[config.mk]
export PLATFORM = sky130hd
export DESIGN_NAME = xlate_cache
export DESIGN_NICKNAME = d
export VERILOG_FILES = /design/src/rtl/tlbf_pkg.sv /design/src/rtl/tlbf_filter.sv /design/src/rtl/tlbf_cam.sv /design/src/rtl/xlate_cache.sv
export SDC_FILE = /design/constraint.sdc
export NUM_CORES = 1
export LEC_CHECK = 0
export ABC_AREA = 1
export CAP_MARGIN = 20
export CORE_ASPECT_RATIO = 0.7
export CORE_UTILIZATION = 60
export CTS_CLUSTER_DIAMETER = 40
export DETAILED_ROUTE_END_ITERATION = 8
export DONT_BUFFER_PORTS = 1
export MAX_ROUTING_LAYER = met4
export PLACE_DENSITY = 0.84
export SKIP_CTS_REPAIR_TIMING = 1
export SYNTH_ARGS = -nofsm -noshare
export SYNTH_HDL_FRONTEND = slang
export SYNTH_SLANG_ARGS = --single-unit
[constraint.sdc]
create_clock -name clk -period 2.6 [get_ports clk]
set_input_delay 0.13 -clock clk [delete_from_list [all_inputs] [get_ports clk]]
set_output_delay 0.13 -clock clk [all_outputs]
set_load 0.03 [all_outputs]
[src/rtl/tlbf_pkg.sv]
package tlbf_pkg;

    typedef enum logic [1:0] {
        ST_IDLE   = 2'd0,
        ST_LOOK   = 2'd1,
        ST_NLREQ  = 2'd2,
        ST_NLWAIT = 2'd3
    } xc_state_e;

    localparam int DIRS = 2;

    function automatic int unsigned wrap_inc(input int unsigned v, input int unsigned n);
        return (v + 1 >= n) ? 0 : v + 1;
    endfunction

endpackage

[src/rtl/tlbf_filter.sv]
module tlbf_filter #(
    parameter int VPN_W = 20,
    parameter int PPN_W = 16
) (
    input  logic             clk,
    input  logic             rst,
    input  logic             clr,
    input  logic             upd,
    input  logic [VPN_W-1:0] upd_vpn,
    input  logic [PPN_W-1:0] upd_ppn,
    input  logic [VPN_W-1:0] q_vpn,
    output logic             match,
    output logic [PPN_W-1:0] ppn
);
    logic             v_q;
    logic [VPN_W-1:0] vpn_q;
    logic [PPN_W-1:0] ppn_q;

    always_ff @(posedge clk) begin
        if (rst || clr) begin
            v_q   <= 1'b0;
            vpn_q <= '0;
            ppn_q <= '0;
        end else if (upd) begin
            v_q   <= 1'b1;
            vpn_q <= upd_vpn;
            ppn_q <= upd_ppn;
        end
    end

    assign match = v_q && (vpn_q == q_vpn);
    assign ppn   = ppn_q;
endmodule

[src/rtl/tlbf_cam.sv]
module tlbf_cam
    import tlbf_pkg::*;
#(
    parameter int ENTRIES = 4,
    parameter int VPN_W   = 20,
    parameter int PPN_W   = 16
) (
    input  logic               clk,
    input  logic               rst,
    input  logic               clr,
    input  logic [VPN_W-1:0]   look_vpn,
    output logic               hit,
    output logic [PPN_W-1:0]   hit_ppn,
    output logic [ENTRIES-1:0] hit_vec,
    input  logic               fill,
    input  logic [VPN_W-1:0]   fill_vpn,
    input  logic [PPN_W-1:0]   fill_ppn
);
    localparam int IDX_W = (ENTRIES > 1) ? $clog2(ENTRIES) : 1;

    logic [ENTRIES-1:0] valid_q;
    logic [VPN_W-1:0]   vpn_q [ENTRIES];
    logic [PPN_W-1:0]   ppn_q [ENTRIES];
    logic [IDX_W-1:0]   rr_q;

    always_ff @(posedge clk) begin
        if (rst || clr) begin
            valid_q <= '0;
            rr_q    <= '0;
        end else if (fill) begin
            valid_q[rr_q] <= 1'b1;
            rr_q          <= IDX_W'(wrap_inc(int'(rr_q), ENTRIES));
        end
    end

    generate
        for (genvar i = 0; i < ENTRIES; i++) begin : g_ent
            always_ff @(posedge clk) begin
                if (rst) begin
                    vpn_q[i] <= '0;
                    ppn_q[i] <= '0;
                end else if (fill && !clr && rr_q == IDX_W'(i)) begin
                    vpn_q[i] <= fill_vpn;
                    ppn_q[i] <= fill_ppn;
                end
            end
            assign hit_vec[i] = valid_q[i] && (vpn_q[i] == look_vpn);
        end
    endgenerate

    always_comb begin
        hit_ppn = '0;
        for (int i = 0; i < ENTRIES; i++) begin
            if (hit_vec[i]) hit_ppn = hit_ppn | ppn_q[i];
        end
    end

    assign hit = |hit_vec;
endmodule

[src/rtl/xlate_cache.sv]
module xlate_cache
    import tlbf_pkg::*;
#(
    parameter int ENTRIES = 4,
    parameter int VPN_W   = 20,
    parameter int PPN_W   = 16,
    parameter int CNT_W   = 16
) (
    input  logic             clk,
    input  logic             rst,
    input  logic             flush,
    input  logic             req_valid,
    output logic             req_ready,
    input  logic             req_write,
    input  logic [VPN_W-1:0] req_vpn,
    output logic             rsp_valid,
    output logic [PPN_W-1:0] rsp_ppn,
    output logic             rsp_fault,
    output logic             nl_req_valid,
    input  logic             nl_req_ready,
    output logic [VPN_W-1:0] nl_req_vpn,
    input  logic             nl_rsp_valid,
    input  logic [PPN_W-1:0] nl_rsp_ppn,
    input  logic             nl_rsp_fault,
    output logic [CNT_W-1:0] cnt_filt,
    output logic [CNT_W-1:0] cnt_tlb,
    output logic [CNT_W-1:0] cnt_miss
);
    xc_state_e          state_q;
    logic               cur_write_q;
    logic [VPN_W-1:0]   cur_vpn_q;

    logic [DIRS-1:0]    f_match;
    logic [PPN_W-1:0]   f_ppn [DIRS];
    logic [DIRS-1:0]    f_upd;
    logic [PPN_W-1:0]   f_upd_ppn;

    logic               cam_hit;
    logic [PPN_W-1:0]   cam_ppn;
    logic [ENTRIES-1:0] cam_hit_vec;
    logic               refill_ok;
    logic               look_hit;
    logic               accept;

    assign req_ready    = (state_q == ST_IDLE) && !flush;
    assign accept       = req_valid && req_ready;
    assign nl_req_valid = (state_q == ST_NLREQ);
    assign nl_req_vpn   = cur_vpn_q;
    assign look_hit     = (state_q == ST_LOOK) && cam_hit;
    assign refill_ok    = (state_q == ST_NLWAIT) && nl_rsp_valid && !nl_rsp_fault;
    assign f_upd_ppn    = look_hit ? cam_ppn : nl_rsp_ppn;

    generate
        for (genvar d = 0; d < DIRS; d++) begin : g_dir
            assign f_upd[d] = (look_hit || refill_ok) && (cur_write_q == d[0]);
            tlbf_filter #(.VPN_W(VPN_W), .PPN_W(PPN_W)) i_filt (
                .clk     (clk),
                .rst     (rst),
                .clr     (flush),
                .upd     (f_upd[d]),
                .upd_vpn (cur_vpn_q),
                .upd_ppn (f_upd_ppn),
                .q_vpn   (req_vpn),
                .match   (f_match[d]),
                .ppn     (f_ppn[d])
            );
        end
    endgenerate

    tlbf_cam #(.ENTRIES(ENTRIES), .VPN_W(VPN_W), .PPN_W(PPN_W)) i_cam (
        .clk      (clk),
        .rst      (rst),
        .clr      (flush),
        .look_vpn (cur_vpn_q),
        .hit      (cam_hit),
        .hit_ppn  (cam_ppn),
        .hit_vec  (cam_hit_vec),
        .fill     (refill_ok),
        .fill_vpn (cur_vpn_q),
        .fill_ppn (nl_rsp_ppn)
    );

    always_ff @(posedge clk) begin
        if (rst) begin
            state_q     <= ST_IDLE;
            cur_write_q <= 1'b0;
            cur_vpn_q   <= '0;
            rsp_valid   <= 1'b0;
            rsp_ppn     <= '0;
            rsp_fault   <= 1'b0;
            cnt_filt    <= '0;
            cnt_tlb     <= '0;
            cnt_miss    <= '0;
        end else begin
            rsp_valid <= 1'b0;
            unique case (state_q)
                ST_IDLE: begin
                    if (accept) begin
                        cur_write_q <= req_write;
                        cur_vpn_q   <= req_vpn;
                        if (f_match[req_write]) begin
                            rsp_valid <= 1'b1;
                            rsp_ppn   <= f_ppn[req_write];
                            rsp_fault <= 1'b0;
                            cnt_filt  <= cnt_filt + 1'b1;
                        end else begin
                            state_q <= ST_LOOK;
                        end
                    end
                end
                ST_LOOK: begin
                    if (cam_hit) begin
                        rsp_valid <= 1'b1;
                        rsp_ppn   <= cam_ppn;
                        rsp_fault <= 1'b0;
                        cnt_tlb   <= cnt_tlb + 1'b1;
                        state_q   <= ST_IDLE;
                    end else begin
                        state_q <= ST_NLREQ;
                    end
                end
                ST_NLREQ: begin
                    if (nl_req_ready) state_q <= ST_NLWAIT;
                end
                ST_NLWAIT: begin
                    if (nl_rsp_valid) begin
                        rsp_valid <= 1'b1;
                        rsp_ppn   <= nl_rsp_ppn;
                        rsp_fault <= nl_rsp_fault;
                        cnt_miss  <= cnt_miss + 1'b1;
                        state_q   <= ST_IDLE;
                    end
                end
                default: state_q <= ST_IDLE;
            endcase
        end
    end
endmodule

Word level (Yosys, flattened, before mapping)
Memories as Yosys holds them, arrays and structs flattened.
Cells that the tools add are included.

word-level totals
  ROM bits = 0
  register bits after elaboration = 169
  output and inout port bits = 88
  bits in latches = 0
  memories kept = 2
  word-level logic and storage cells = 149
  RAM bits = 144
  bits of input ports = 44

memories
  memory       words  width  read ports  clocked after memory_dff  wr ports  RTL line        source
  i_cam.vpn_q  4      20     4           0                         4         tlbf_cam.sv:22  logic [VPN_W-1:0] vpn_q [ENTRIES];
  i_cam.ppn_q  4      16     4           0                         4         tlbf_cam.sv:23  logic [PPN_W-1:0] ppn_q [ENTRIES];

operators by class
  equality and inequality tests = 18
  add/subtract/negate cells = 4
  multiply operators = 0
  shift operators = 0
  divide/modulo/power cells = 0
  muxes and demuxes = 56
  $lt $le $gt $ge = 5
  reductions and logical operators = 33
  bitwise logic cells = 14

operators by type and width
  operator                 number
  $mux W16                 16
  $eq A20 B20 Y1           6
  $mux W20                 4
  $add A16 B1 Y16 const B  3
  $or A16 B16 Y16          3
  $pmux W16 S3             1
  $mux W1                  25
  $logic_and A1 B1 Y1      19
  $mux W2                  6
  $eq A2 B2 Y1 const B     4
  $ne A2 B2 Y1 const B     4
  $or A1 B1 Y1             8
  $pmux W2 S4              1
  $pmux W1 S3              2
  $reduce_and A2 Y1        3
  $reduce_and A5 Y1        1
  $eq A2 B1 Y1 const B     2
  $logic_not A2 Y1         2
  $ne A2 B1 Y1 const B     2
  $or A4 B4 Y4             1
  $reduce_and A4 Y1        1
  $reduce_or A4 Y1         1
  $add A2 B1 Y3 const B    1
  $ge A3 B3 Y1 const B     1
  other kinds (11)         13

Depth between registers and ports, before layout
An unclocked memory read counts as a cell.

  word-level depth = 12
  gate-level depth with buffers = 17

By module
A second synthesis with hierarchy kept.

second synthesis, totals
  cells, all modules = 2090
  area total of the unflattened synthesis = 15656.3 um^2

by module, submodules not included
  module       cells each  area each (um^2)  times used
  tlbf_cam     914         7604.8            1
  xlate_cache  688         4580.6            1
  tlbf_filter  244         1735.4            2

Worst setup path before layout
Ideal clock, no wire load.

  path kind = reg-to-reg
  start point = register state_q[0]
  end point = memory i_cam.ppn_q[0][0] (enable)
  clock period less this slack = 2.282 ns
  path slack = 0.318 ns
  cell stages (with the launch flop) = 7
  setup time = 0.394 ns
  required time = 2.206 ns
  data arrival time = 1.889 ns
  path through = dfxtp_1 -> nand2_1 -> inv_1 -> nand2_1 -> nor2_1 -> nand3_1 -> nand2_1

RTL lines
  element                 RTL line            source
  start, declared         xlate_cache.sv:29   xc_state_e state_q;
  start signal, assigned  xlate_cache.sv:85   state_q <= ST_IDLE;
  start signal, assigned  xlate_cache.sv:107  state_q <= ST_LOOK;
  start signal, assigned  xlate_cache.sv:117  state_q <= ST_IDLE;
  end, declared           tlbf_cam.sv:23

Worst setup path in the final report
  start point = register cur_vpn_q[9] (netlist: nl_req_vpn[9])
  end point = register g_dir[1].i_filt.ppn_q[1]

between the ends
  longest elaborated chain between the ends = 10

RTL lines
  element                 RTL line            source
  start, declared         xlate_cache.sv:31   logic [VPN_W-1:0] cur_vpn_q;
  start signal, assigned  xlate_cache.sv:100  cur_vpn_q <= req_vpn;
  $eq A20 B20 Y1          tlbf_cam.sv:47      assign hit_vec[i] = valid_q[i] && (vpn_q[i] == look_vpn);
  $logic_and A1 B1 Y1     tlbf_cam.sv:47
  $mux W16                tlbf_cam.sv:54      if (hit_vec[i]) hit_ppn = hit_ppn | ppn_q[i];
  $or A16 B16 Y16         tlbf_cam.sv:54
  $mux W16                tlbf_cam.sv:54
  $or A16 B16 Y16         tlbf_cam.sv:54
  $mux W16                tlbf_cam.sv:54
  $or A16 B16 Y16         tlbf_cam.sv:54
  $mux W16                tlbf_cam.sv:54
  $mux W16                xlate_cache.sv:51   assign f_upd_ppn = look_hit ? cam_ppn : nl_rsp_ppn;
  end signal, assigned    tlbf_filter.sv:27   ppn_q <= upd_ppn;
  end, declared           tlbf_filter.sv:17   logic [PPN_W-1:0] ppn_q;

Several ways; a longest one is shown, not always the timed one.
A chain may end at the register's enable or synchronous reset.

==> impl_metrics.env <==
export IMPL_status="complete, but fails checks"
export IMPL_violations="negative hold slack"
export IMPL_yosys_warnings=0
export IMPL_ys_ff_latch=313
export IMPL_avgSynthCellArea_um2=7.07
export IMPL_drt_iter0_drc=1966
export IMPL_drive_above_1_share_pct=9.01
export IMPL_place_area_um2=17500
export IMPL_stdcell_area_um2=19200
export IMPL_reg2reg_from="nl_req_vpn[9]"
export IMPL_regToRegSetupSlack_ns=0.05
export IMPL_drv_slew=0
export IMPL_vias=16700
export IMPL_die_w_um=201
export IMPL_nets=2498
export IMPL_r2r_cells=16
export IMPL_routed_wl_mm=56.4
export IMPL_fmax_mhz=393
export IMPL_cp_required_ns=3.03
export IMPL_numCtsBuffers=37
export IMPL_min_period_ns=2.55
export IMPL_ir_drop_mv=0.615
export IMPL_grt_ovfl_total=0
export IMPL_slew_headroom_pct=50.7
export IMPL_syn_cell_area_um2=16600
export IMPL_grt_max_degree=53
export IMPL_dr_pass1_iters=7
export IMPL_crit_fanout=14
export IMPL_path_clk_slew_ns=0.06
export IMPL_dp_cells=2728
export IMPL_whs_path_depth=2
export IMPL_setup_viol=0
export IMPL_mostFrequentLayoutCell="nand2_1"
export IMPL_period_share_pct=98.0
export IMPL_tns_ns=0
export IMPL_seq_area_um2=7710
export IMPL_cts_sinks=313
export IMPL_core_area_um2=27000
export IMPL_grt_pass1_wl_mm=85.9
export IMPL_grt_total_usage_pct=40.4
export IMPL_max_cap_violations=0
export IMPL_cp_arrival_ns=2.98
export IMPL_r2r_end="g_dir[1].i_filt.ppn[1]"
export IMPL_rows=50
export IMPL_post_place_ws_ns=-0.0938
export IMPL_worstSetupStartpointType="flop"
export IMPL_io_pin_count=132
export IMPL_initial_core_util_pct=61.6
export IMPL_hold_path_endpoint="nl_req_vpn[6]"
export IMPL_clockRootBuffer="clkbuf_16"
export IMPL_layout_common_cells="nand2_1 (638), nor2_1 (504), inv_1 (244), dfxtp_1 (165), edfxtp_1 (144)"
export IMPL_insertion_delay_ns=0.55
export IMPL_cts_htree_levels=2
export IMPL_dieHeight_um=141
export IMPL_syn_num_nets=2400
export IMPL_drc=0
export IMPL_wl_per_cell_um=19.9
export IMPL_ant_nets=0
export IMPL_dieArea_um2=28300
export IMPL_hpwl_mm=39.5
export IMPL_hold_viol_final=2
export IMPL_worstHoldPathType="input pin to flop"
export IMPL_crit_type="flop to flop"
export IMPL_tightest_slew_ns=0.738
export IMPL_p_leak_nw=8.43
export IMPL_skew_ns=0.0278
export IMPL_cp_end_kind="flop"
export IMPL_final_cells=2838
export IMPL_whs_ns=-0.0421
export IMPL_min_from="req_vpn[6]"
export IMPL_area_growth_pct=15.6
export IMPL_postLayoutSetupSlackWorst_ns=0.0525
export IMPL_antenna_found_initial=1
export IMPL_fillCellCount=2184
export IMPL_p_per_area_nw_per_um2=702
export IMPL_grt_pass1_vias=15200
export IMPL_multi_input_area_um2=7580
export IMPL_power_total_mw=13.5
export IMPL_diodes=0
export IMPL_avgViaCountPerCell=5.87
export IMPL_ctsLongestPathBuffers=3
export IMPL_synthCells=2348
export IMPL_synth_distinct_cells=45
export IMPL_synth_yosys_seq_area_share_pct=46.4
export IMPL_cts_tree="yes"
export IMPL_place_gp_congestion=1.02
export IMPL_io_buffers=0
export IMPL_utilization_pct=71.1
==> logic make-up after synthesis <==
kind of cell / count (synthesis) / share of synthesized area (%)
AO/OA/AOI/OAI: 262 / 8.10
XOR/XNOR: 29 / 1.53
adder cells (fa/ha/maj): 8 / 0.603
buffers and inverters: 337 / 8.12
flip-flops: 313 / 46.4
AND/OR/NAND/NOR: 1399 / 35.2
==> power by group <==
group / internal, mW / total, mW / switching [mW]
Sequential: 5.34 / 5.56 / 0.229
Combinational: 0.726 / 2.60 / 1.87
Clock: 3.11 / 5.30 / 2.20
Total: 9.17 / 13.5 / 4.30
==> how the worst max path moves through the flow <==
| stage | endpoint | from | cells past startpoint |
|---|---|---|---|
| after floorplan | i_cam.ppn_q[0][0] | state_q[0] | 6 |
| after CTS | g_dir[1].i_filt.vpn_q[11] | state_q[0] | 10 |
| after global routing | g_dir[1].i_filt.ppn[14] | nl_req_vpn[9] | 17 |
| after detailed placement | g_dir[1].i_filt.vpn_q[11] | state_q[0] | 10 |
| after global placement | g_dir[1].i_filt.vpn_q[11] | nl_req_vpn[0] | 14 |
| final | g_dir[1].i_filt.ppn[1] | nl_req_vpn[9] | 16 |
==> per-layer routing <==
metal,global-route usage (%),wire (um)
met5,-,0
met2,58.8,24000
met4,11.9,1480
met3,8.97,8020
met1,56.4,22800
==> area by class of cell <==
type	count	share of cell area, %
repair buffers	127	6.18
inverters	269	5.28
clock inverters	21	1.18
well taps	364	2.37
multi-input cells	1698	39.5
clock buffers	46	5.27
flip-flops and latches	313	40.2
==> synthesized netlist by cell type (all sizes together) <==
cell / number / share of area, %
a31oi: 1 / 0.038
and3: 1 / 0.038
and2: 3 / 0.11
nor3b: 3 / 0.17
nand4: 90 / 3.4
nor2: 528 / 13
nor3: 27 / 0.81
xor2: 10 / 0.53
a22oi: 1 / 0.045
and3b: 1 / 0.053
o211ai: 1 / 0.045
clkbuf: 39 / 0.89
or2: 8 / 0.32
nand3b: 4 / 0.18
o21ai: 154 / 4.7
a21oi: 103 / 3.2
nand3: 83 / 2.7
buf: 29 / 1.1
ha: 8 / 0.60
a211oi: 1 / 0.045
nand2: 646 / 15
nor4: 4 / 0.15
xnor2: 19 / 1.0
dfxtp: 169 / 20
o22ai: 1 / 0.038
clkinv: 3 / 0.068
nand2b: 1 / 0.038
edfxtp: 144 / 26
inv: 266 / 6.0
==> state kept, by name, indices dropped and copies added, names as in the netlist, named ones only <==
register,count
g_dir.i_filt.ppn,32
i_cam.valid_q,4
g_dir.i_filt.vpn_q,40
cur_write_q,1
cnt_filt,16
g_dir.i_filt.v_q,2
cnt_tlb,16
nl_req_vpn,20
i_cam.rr_q,2
rsp_valid,1
i_cam.vpn_q,80
state_q,1
cnt_miss,16
rsp_fault,1
rsp_ppn,16
i_cam.ppn_q,64
==> critical path, stage by stage (launching register included) <==
cell and delay, ns:
dfxtp_1 0.30, buf_4 0.19, inv_2 0.24, nand2_1 0.20, nand2_1 0.12, nor2_1 0.05, nand2_1 0.13, nor2_4 0.06
nand3_2 0.09, nand2_2 0.07, o21ai_4 0.27, nand2_4 0.12, nand2_2 0.11, buf_4 0.22, nand2_1 0.11, nand2_1 0.11
nor2_1 0.06
No activity file was read; power rests on OpenSTA's default activity.
